===== src/rtl/i2c_reg_master.sv =====
`timescale 1ns/1ps
module i2c_reg_master #(
  parameter int DIV_BASE_LOG2 = 3
) (
  input  logic       clk,
  input  logic       rst_n,
  input  logic       reg_wr,
  input  logic       reg_rd,
  input  logic [2:0] reg_addr,
  input  logic [7:0] reg_wdata,
  output logic [7:0] reg_rdata,
  input  logic       scl_in,
  input  logic       sda_in,
  output logic       scl_oe,
  output logic       sda_oe
);
  typedef enum logic [2:0] {S_IDLE, S_START, S_LO, S_HI, S_HOLD, S_STOP_A, S_STOP_B, S_STOP_C} state_t;
  localparam logic [2:0] A_MODE = 3'd0, A_SLV = 3'd1, A_TX = 3'd2, A_RX = 3'd3, A_STAT = 3'd4;
  localparam int CW = DIV_BASE_LOG2 + 4;

  state_t st;
  logic en, txe, rxv, done, nackf, stopreq, is_rd, in_addr, sda_q, sda_want;
  logic [1:0] rate, rate_q;
  logic [4:0] rcount, rleft;
  logic [7:0] slv, txbuf, rxbuf, shreg;
  logic [3:0] bitc;
  logic [CW-1:0] cnt, half_m1;
  logic is_idle, is_hi, is_hold, adv, tick, start_go, tx_phase;
  logic wr_mode, wr_slv, wr_tx, wr_stat, rd_rx;

  assign wr_mode  = reg_wr && reg_addr == A_MODE;
  assign wr_slv   = reg_wr && reg_addr == A_SLV;
  assign wr_tx    = reg_wr && reg_addr == A_TX;
  assign wr_stat  = reg_wr && reg_addr == A_STAT;
  assign rd_rx    = reg_rd && reg_addr == A_RX;

  assign is_idle  = st == S_IDLE;
  assign is_hi    = st == S_HI;
  assign is_hold  = st == S_HOLD;
  assign start_go = wr_slv && is_idle && en;
  assign tx_phase = in_addr || !is_rd;

  assign half_m1  = CW'((32'd1 << (DIV_BASE_LOG2 + int'(rate_q))) - 32'd1);
  assign adv      = !(is_hi && !scl_in);
  assign tick     = adv && cnt == half_m1;

  assign scl_oe   = st == S_LO || st == S_HOLD || st == S_STOP_A;
  assign sda_oe   = sda_q;

  always_comb begin
    case (st)
      S_START, S_STOP_A, S_STOP_B: sda_want = 1'b1;
      S_LO:    sda_want = bitc[3] ? (!tx_phase && rleft != 5'd0) : (tx_phase && !shreg[7]);
      S_HI:    sda_want = sda_q;
      default: sda_want = 1'b0;
    endcase
  end

  always_comb begin
    case (reg_addr)
      A_MODE:  reg_rdata = {en, rate, rcount};
      A_SLV:   reg_rdata = slv;
      A_TX:    reg_rdata = txbuf;
      A_RX:    reg_rdata = rxbuf;
      A_STAT:  reg_rdata = {2'b00, stopreq, rxv, txe, nackf, done, !is_idle};
      default: reg_rdata = 8'h00;
    endcase
  end

  always_ff @(posedge clk or negedge rst_n) begin
    if (!rst_n) cnt <= '0;
    else if (is_idle || is_hold || tick) cnt <= '0;
    else if (adv) cnt <= cnt + 1'b1;
  end

  always_ff @(posedge clk or negedge rst_n) begin
    if (!rst_n) begin
      st <= S_IDLE;
      {en, rate, rcount} <= 8'h00;
      {slv, txbuf, rxbuf, shreg} <= '0;
      rate_q <= 2'd0;
      rleft <= 5'd0;
      bitc <= 4'd0;
      txe <= 1'b1;
      {rxv, done, nackf, stopreq, is_rd, in_addr, sda_q} <= '0;
    end else begin
      sda_q <= en && sda_want;
      if (wr_mode) {en, rate, rcount} <= reg_wdata;
      if (wr_slv && is_idle) slv <= reg_wdata;
      if (wr_stat) begin
        if (reg_wdata[1]) done <= 1'b0;
        if (reg_wdata[2]) nackf <= 1'b0;
        if (reg_wdata[5] && !is_idle) stopreq <= 1'b1;
      end
      if (rd_rx) rxv <= 1'b0;
      if (!en) begin
        st <= S_IDLE;
        stopreq <= 1'b0;
      end else begin
        case (st)
          S_IDLE: if (start_go) begin
            st <= S_START;
            shreg <= reg_wdata;
            is_rd <= reg_wdata[0];
            in_addr <= 1'b1;
            rate_q <= rate;
            rleft <= rcount;
            stopreq <= 1'b0;
            bitc <= 4'd0;
          end
          S_START: if (tick) begin
            st <= S_LO;
            bitc <= 4'd0;
          end
          S_LO: if (tick) st <= S_HI;
          S_HI: if (tick) begin
            if (!bitc[3]) begin
              shreg <= {shreg[6:0], sda_in};
              bitc <= bitc + 4'd1;
              st <= S_LO;
              if (bitc == 4'd7 && !tx_phase) begin
                rxbuf <= {shreg[6:0], sda_in};
                rxv <= 1'b1;
              end
            end else if (tx_phase) begin
              in_addr <= 1'b0;
              if (sda_in) begin
                nackf <= 1'b1;
                st <= S_STOP_A;
              end else if (is_rd) begin
                bitc <= 4'd0;
                st <= S_LO;
              end else if (!txe) begin
                shreg <= txbuf;
                txe <= 1'b1;
                bitc <= 4'd0;
                st <= S_LO;
              end else if (stopreq) begin
                stopreq <= 1'b0;
                st <= S_STOP_A;
              end else st <= S_HOLD;
            end else if (rleft == 5'd0) st <= S_STOP_A;
            else begin
              rleft <= rleft - 5'd1;
              bitc <= 4'd0;
              st <= S_LO;
            end
          end
          S_HOLD: if (!txe) begin
            shreg <= txbuf;
            txe <= 1'b1;
            bitc <= 4'd0;
            st <= S_LO;
          end else if (stopreq) begin
            stopreq <= 1'b0;
            st <= S_STOP_A;
          end
          S_STOP_A: if (tick) st <= S_STOP_B;
          S_STOP_B: if (tick) st <= S_STOP_C;
          S_STOP_C: if (tick) begin
            st <= S_IDLE;
            done <= 1'b1;
            stopreq <= 1'b0;
          end
          default: st <= S_IDLE;
        endcase
      end
      if (wr_tx) begin
        txbuf <= reg_wdata;
        txe <= 1'b0;
      end
    end
  end
endmodule


===== config.mk =====
export PLATFORM = sky130hd
export DESIGN_NAME = i2c_reg_master
export DESIGN_NICKNAME = d
export VERILOG_FILES = /design/src/rtl/i2c_reg_master.sv
export SDC_FILE = /design/constraint.sdc
export NUM_CORES = 1
export LEC_CHECK = 0
export BUFFER_PORTS_ARGS = -buffer_cell sky130_fd_sc_hd__buf_2
export CELL_PAD_IN_SITES_DETAIL_PLACEMENT = 0
export CELL_PAD_IN_SITES_GLOBAL_PLACEMENT = 1
export CORE_MARGIN = 1.5
export CORE_UTILIZATION = 45
export CTS_BUF_LIST = sky130_fd_sc_hd__clkbuf_8
export CTS_CLUSTER_DIAMETER = 120
export DETAILED_ROUTE_END_ITERATION = 6
export GPL_ROUTABILITY_DRIVEN = 1
export GPL_TIMING_DRIVEN = 0
export PLACE_DENSITY_LB_ADDON = 0.15
export SYNTH_ARGS = -nofsm -noshare
export SYNTH_HDL_FRONTEND = slang
export SYNTH_SLANG_ARGS = --single-unit

===== constraint.sdc =====
create_clock -name clk -period 1.96 [get_ports clk]
set_input_delay 0 -clock clk [delete_from_list [all_inputs] [get_ports clk]]
set_output_delay 0 -clock clk [all_outputs]
set_load 0.01 [all_outputs]

==> results of run 1 <==
-- layer usage --
metal  GRT usage (%)  vias to the layer above  wire length, um
met1           37.61                     1660             5191
met3           4.944                       21              626
met2           37.62                      122             4988
li1                -                     1539                -
met4           8.456                        0              234
met5               0                        -                0
-- metrics by stage --
step	area (um^2)	power, mW	util, %
6_report	4761	4.661	57.65
2_1_floorplan	3869	2.905	-
3_3_place_gp	4125	3.286	49.95
5_1_grt	4761	4.922	57.65
4_1_cts	4606	4.569	55.77
3_5_place_dp	4155	3.327	50.32
-- cell usage after synthesis (all sizes together), types with 3 or more instances --
| library cell | n |
|---|---|
| o31ai | 3 |
| clkbuf | 8 |
| a21oi | 15 |
| a31oi | 7 |
| mux2 | 26 |
| a222oi | 8 |
| ha | 4 |
| mux4 | 4 |
| nand2 | 55 |
| nor2 | 31 |
| xnor2 | 4 |
| nand4 | 6 |
| inv | 10 |
| buf | 10 |
| nor2b | 6 |
| a211oi | 4 |
| nor3 | 7 |
| o2bb2ai | 9 |
| o22ai | 4 |
| a211o | 3 |
| nand3 | 10 |
| o21ai | 19 |
| xor2 | 5 |
| and2 | 4 |
| and3 | 3 |
| dfrtp | 68 |
| mux2i | 9 |
| o211ai | 3 |
| nand2b | 8 |
-- flip-flops by register name, indices dropped and copies added, names as in the netlist, 3 cells and up --
name    flops
txbuf       8
cnt         7
bitc        4
rxbuf       8
rcount      5
slv         8
shreg       8
st          3
rleft       5
-- final cells by class --
| cell class | instances | area (um^2) |
|---|---|---|
| buffer | 17 | 102.6 |
| clock buffer | 11 | 151.4 |
| clock inverter | 5 | 33.78 |
| fill | 774 | 3497 |
| inverter | 11 | 41.29 |
| multi-input combinational | 285 | 2143 |
| sequential | 69 | 1729 |
| tap | 105 | 131.4 |
| timing repair buffer | 57 | 427.9 |
-- cell usage in the layout, fill, tap and decap left out, types with 3 or more instances in the layout --
cell type,instances
mux4_2,3
a211oi_1,3
o22ai_1,4
clkbuf_1,4
clkbuf_2,4
mux2i_1,9
nor3_1,4
nor2b_1,5
nor2_1,25
inv_1,8
nand3_1,9
a211o_1,3
nand2_1,54
nor2_2,3
o31ai_1,3
clkbuf_8,11
dlygate4sd3_1,11
xnor2_1,3
nand2b_1,5
nand2b_4,3
buf_6,3
a21oi_1,11
ha_1,3
nand4_1,5
mux2_2,24
and2_1,3
o2bb2ai_1,9
dfrtp_1,67
a222oi_1,8
buf_2,27
and3_1,3
o21ai_0,15
buf_4,21
xor2_1,5
a31oi_1,7
-- timing repair --
item	CTS	global route
hold endpoints to repair	99	0
gates resized for setup	25	19
pin swaps	6	13
setup endpoints to repair	29	28
buffers inserted	8	12
hold buffers	11	0
-- worst max-delay path: cells and delay by family, from the launching register on --
family          cells  cell delay, ns
compound gates      2            0.47
simple gates        3            0.63
flops               1            0.41
fa+ha+maj           1            0.14
buf+inv             2            0.24
-- where the power goes --
group	switching (mW)	internal, mW
clock	0.605	0.529
sequential	0.312	1.78
combinational	0.768	0.666
-- cells by family (layout without fill, tap and decap cells) --
kind of cell               count (synthesis)  after routing  share of synthesized area, %
and+or+nand+nor                          141            141                         19.42
AOI/OAI and AO/OA                         90             90                         16.77
DFF                                       69             69                         44.71
muxes                                     39             39                         12.33
buffers and inverters                     29            101                         3.334
xor gates and xnor gates                   9              9                         2.039
adders and majority gates                  4              4                         1.295
other                                      1              2                       0.09703
-- path summary, 6_finish.rpt --
path / slack (ns) / to / from / depth (start not counted)
max in group asynchronous: 1.42 / txe$_DFFE_PN1P_ / rst_n / 3
setup / recovery: -0.06 / rleft[2]$_DFFE_PN0P_ / rleft[1]$_DFFE_PN0P_ / 8
hold / removal: 0.01 / nackf$_DFF_PN0_ / scl_in / 3
hold reg to reg: 0.48 / slv[5]$_DFFE_PN0P_ / slv[5]$_DFFE_PN0P_ / 2
min in group asynchronous: 0.16 / sda_oe$_DFF_PN0_ / rst_n / 3
setup reg to reg: -0.06 / rleft[2]$_DFFE_PN0P_ / rleft[1]$_DFFE_PN0P_ / 8
==> run_results.csv, run 1 <==
group,metric,value,unit
timing,rsz0062_at_grt,"true",
floorplan,fp.dieArea,9154,um^2
floorplan,num_rows,33,
timing,fin_tns_setup,-0.09196,ns
timing,hold_slack,0.01218,ns
grt,overflow,0,
cts,cts_tree,"built",
setup_path,path_class,"reg2reg",
grt,grt.total_usage,25.62,%
detailed_routing,post_drt_wl_per_cell,19.71,um
timing,post-route-min-period,2.023,ns
cts,htreeDepth,3,
power_and_ir_drop,power.density,979.0,nW/um^2
cts,root_buffer,"clkbuf_8",
timing,post-route-period-util,103.2,%
cts,insertion_delay,0.36,ns
detailed_routing,num_vias,3342,
detailed_routing,routed_wl,11040,um
finish,stdcell_count,560,
timing,skew,0.01107,ns
setup_path,cp_max_fo,4,
synth,ys_types,67,
finish,antenna_cells,0,
floorplan,core,8258,um^2
grt,grt_pass1_vias,3158,
run_status,violations,"negative setup slack",
synth,synth_area_leaders,"dfrtp_1 (44%), mux2_2 (7.6%), nand2_1 (5.2%)",
synth,syn_area,3865,um^2
setup_path,cp-end-kind,"flop",
detailed_routing,drc,0,
finish,area_growth,23.18,%
detailed_routing,postRouteAntennaNets,0,
placed_design,place.gp.congestion,0.8275,
cts,clk_path_buf_depth,2,
floorplan,io_pins,27,
run_status,status,"finished, violations left",
min_path,hp-class,"in2reg",
power_and_ir_drop,power.leakage,2.078,nW
synth,synth_cells,382,
timing,setup_viol,4,
floorplan,die_h,95.68,um
synth,synthArstFlopShare,100.0,%
detailed_routing,drt_iter0_drc,266,
synth,synth_edf_count,0,
placed_design,pre_cts_ws,-0.4508,ns
grt,grt_pass1_wl,17190,um
finish,layout-drive-gt1-share,30.99,%
timing,tightest_slew,1.093,ns
floorplan,die_w,95.68,um
setup_path,path_cells,"inv_2 -> ha_4 -> or3b_4 -> o21a_1 -> nand4_1 -> buf_4 -> nor2_1 -> o31a_1",
synth,synth_ff_type,"dfrtp_1",
finish,nets,471,
timing,fmax,0.4944,GHz
setup_path,cpPeakStageDelay,0.41,ns
synth,synth.avg_cell_area,10.12,um^2
grt,grt_max_degree,70,
detailed_routing,vias_per_cell,5.968,
setup_path,cp_slowest_cell,"dfrtp_1",
cts,clock-sinks,69,
floorplan,initial_core_util,46.80,%
synth,ys_seq_elements,69,
flow_run,cap_violations,0,
setup_path,worst_ep_required_time,2.20,ns
power_and_ir_drop,ir_drop,0.5393,mV
setup_path,critPathLaunchType,"flop",
timing,relSlewSlack,26.93,%
synth,yosysSeqAreaShare,44.71,%
setup_path,arrival,2.26,ns
synth,yosysWarningCount,0,
placed_design,hpwlAfterDp,7553,um
synth,synth_largest_area_cell,"dfrtp_1",
placed_design,portBuffers,25,
timing,hold_violations,0,
grt,antenna_found_initial,0,
synth,yosys.area.top_type_share,44.03,%
timing,layout_setup_ws,-0.06259,ns
detailed_routing,drtPass1Iterations,5,
cts,numCtsBuffers,9,
timing,finalMaxSlewViolations,0,
cts,cts.clk_slew.worst_paths,0.08,ns
placed_design,placedCellCount,514,
(Power assumes the default switching activity.)
==> run 2, diff against run 1 <==
--- a/config.mk
+++ b/config.mk
@@ -19,3 +19,4 @@
 export SYNTH_ARGS = -nofsm -noshare
 export SYNTH_HDL_FRONTEND = slang
 export SYNTH_SLANG_ARGS = --single-unit
+export TNS_END_PERCENT = 1
==> constraint.sdc (replaced) <==
create_clock -name clk -period 1.8 [get_ports clk]
set_input_delay 0 -clock clk [delete_from_list [all_inputs] [get_ports clk]]
set_output_delay 0 -clock clk [all_outputs]
set_load 0.01 [all_outputs]
==> run_results.csv, run 2 (synthesis gave the netlist of run 1 again) <==
group,metric,value,unit
grt,antenna_found_initial,0,
timing,skew,0.01203,ns
detailed_routing,postRouteAntennaNets,0,
finish,antenna_cells,0,
grt,grt.total_usage,26.25,%
timing,hold_slack,0.02361,ns
setup_path,cp_slowest_cell,"dfrtp_2",
detailed_routing,drc,0,
timing,setup_viol,26,
detailed_routing,num_vias,3336,
cts,cts_tree,"built",
detailed_routing,routed_wl,11380,um
power_and_ir_drop,finalPower,5.367,mW
detailed_routing,post_drt_wl_per_cell,20.61,um
timing,fmax,0.5126,GHz
cts,cts.clk_slew.worst_paths,0.08,ns
finish,layout_commonest_cell,"dfrtp_1",
cts,root_buffer,"clkbuf_8",
placed_design,place.gp.congestion,0.8408,
floorplan,fp.dieArea,9154,um^2
flow_run,cap_violations,0,
placed_design,portBuffers,25,
cts,numCtsBuffers,9,
setup_path,critPathLaunchType,"flop",
timing,relSlewSlack,22.55,%
detailed_routing,drtPass1Iterations,7,
setup_path,cp_max_fo,8,
cts,clock-sinks,69,
min_path,hp-class,"in2reg",
finish,nets,463,
power_and_ir_drop,ir_drop,0.6403,mV
floorplan,initial_core_util,46.80,%
power_and_ir_drop,power.density,1101,nW/um^2
power_and_ir_drop,power.leakage,2.088,nW
setup_path,crit_start,"cnt[5]$_DFFE_PN0P_",
timing,finalMaxSlewViolations,0,
setup_path,r2r_start,"cnt[5]$_DFFE_PN0P_",
finish,final_util,59.03,%
setup_path,r2r_slack,-0.15,ns
setup_path,cpPeakStageDelay,0.45,ns
setup_path,cp.depth,7,
timing,rsz0062_at_grt,"true",
grt,overflow,0,
cts,htreeDepth,3,
setup_path,cp-endpoint,"rxbuf[2]$_DFFE_PN0P_",
detailed_routing,drt_iter0_drc,186,
setup_path,timing.rr.end,"rxbuf[2]$_DFFE_PN0P_",
run_status,status,"finished, violations left",
finish,fill_cells,717,
finish,area_growth,26.13,%
setup_path,arrival,2.20,ns
cts,insertion_delay,0.36,ns
finish,layout-drive-gt1-share,33.78,%
floorplan,die_h,95.68,um
cts,clk_path_buf_depth,2,
setup_path,path_class,"reg2reg",
finish,final_cell_mix,"dfrtp_1 (65), nand2_1 (53), buf_2 (27)",
setup_path,reg2reg_depth,7,
grt,grt_pass1_vias,3187,
floorplan,die_w,95.68,um
grt,grt_max_degree,46,
timing,tightest_slew,1.159,ns
run_status,violations,"negative setup slack",
setup_path,crit_buf_inv,1,
floorplan,core,8258,um^2
placed_design,hpwlAfterDp,7579,um
setup_path,crit_family,"flip-flops",
setup_path,worst_ep_required_time,2.05,ns
setup_path,cp-end-kind,"flop",
grt,grt_pass1_wl,17440,um
floorplan,io_pins,27,
setup_path,path_cells,"xnor2_2 -> nand4_4 -> a21oi_4 -> nand2_4 -> nor3_4 -> buf_12 -> mux2_4",
timing,post-route-min-period,1.951,ns
detailed_routing,vias_per_cell,6.043,
timing,post-route-period-util,108.4,%
timing,layout_setup_ws,-0.1510,ns
floorplan,num_rows,33,
timing,hold_violations,0,
run 2: stage by stage:
| step | std cells | TNS [ns] | setup slack [ns] | area [um^2] |
|---|---|---|---|---|
| 3_5_place_dp | 514 | -11.92 | -0.6305 | 4164 |
| 6_report | 552 | -2.020 | -0.1510 | 4875 |
| 3_3_place_gp | 513 | -11.61 | -0.6441 | 4134 |
| 5_1_grt | 552 | -4.202 | -0.2117 | 4875 |
| 4_1_cts | 549 | -2.009 | -0.1528 | 4743 |
| 2_1_floorplan | 383 | -0.4854 | -0.05929 | 3877 |
run 2: metal layers:
layer  global-route usage, %  vias up  wire, um
met4                   9.069        0       212
met5                       0        -         0
li1                        -     1526         -
met2                   39.20      131      5248
met3                   4.864       21       764
met1                   38.00     1658      5153
run 2: power breakdown:
group	leakage (nW)	total [mW]	internal, mW	switching (mW)
combinational	1.09	1.62	0.751	0.871
sequential	0.888	2.29	1.94	0.347
clock	0.110	1.46	0.787	0.672
total	2.09	5.37	3.48	1.89
run 2: layout make-up:
class / instances / area [um^2] / share of cell area (%)
Timing Repair Buffer: 49 / 372.9 / 7.649
Buffer: 17 / 128.9 / 2.644
Clock buffer: 9 / 123.9 / 2.541
Inverter: 11 / 41.29 / 0.8470
Sequential cell: 69 / 1732 / 35.52
Tap cell: 105 / 131.4 / 2.695
Clock inverter: 7 / 98.84 / 2.028
Multi-Input combinational cell: 285 / 2246 / 46.07
run 2: worst min path at each step:
| stage | to | start | depth (start not counted) |
|---|---|---|---|
| detailed placement | st[2]$_DFFE_PN0P_ | rst_n | 1 |
| global route | nackf$_DFF_PN0_ | scl_in | 3 |
| CTS | rxbuf[0]$_DFFE_PN0P_ | sda_in | 2 |
| global placement | slv[3]$_DFFE_PN0P_ | reg_wdata[3] | 3 |
| finish | nackf$_DFF_PN0_ | scl_in | 3 |
| floorplan | bitc[0]$_DFFE_PN0P_ | rst_n | 0 |
run 2: repair_timing:
action	in CTS	in global routing
gates resized for setup	47	34
pin swaps	15	15
hold buffers	10	0
endpoints found under the hold margin	95	0
setup buffers	10	3
setup endpoints to repair	41	38
run 2: worst min-delay path, delay by kind of cell:
kind / cells / cell delay, ns
compound gates: 1 / 0.08
buf+inv: 1 / 0.14
simple gates: 1 / 0.12
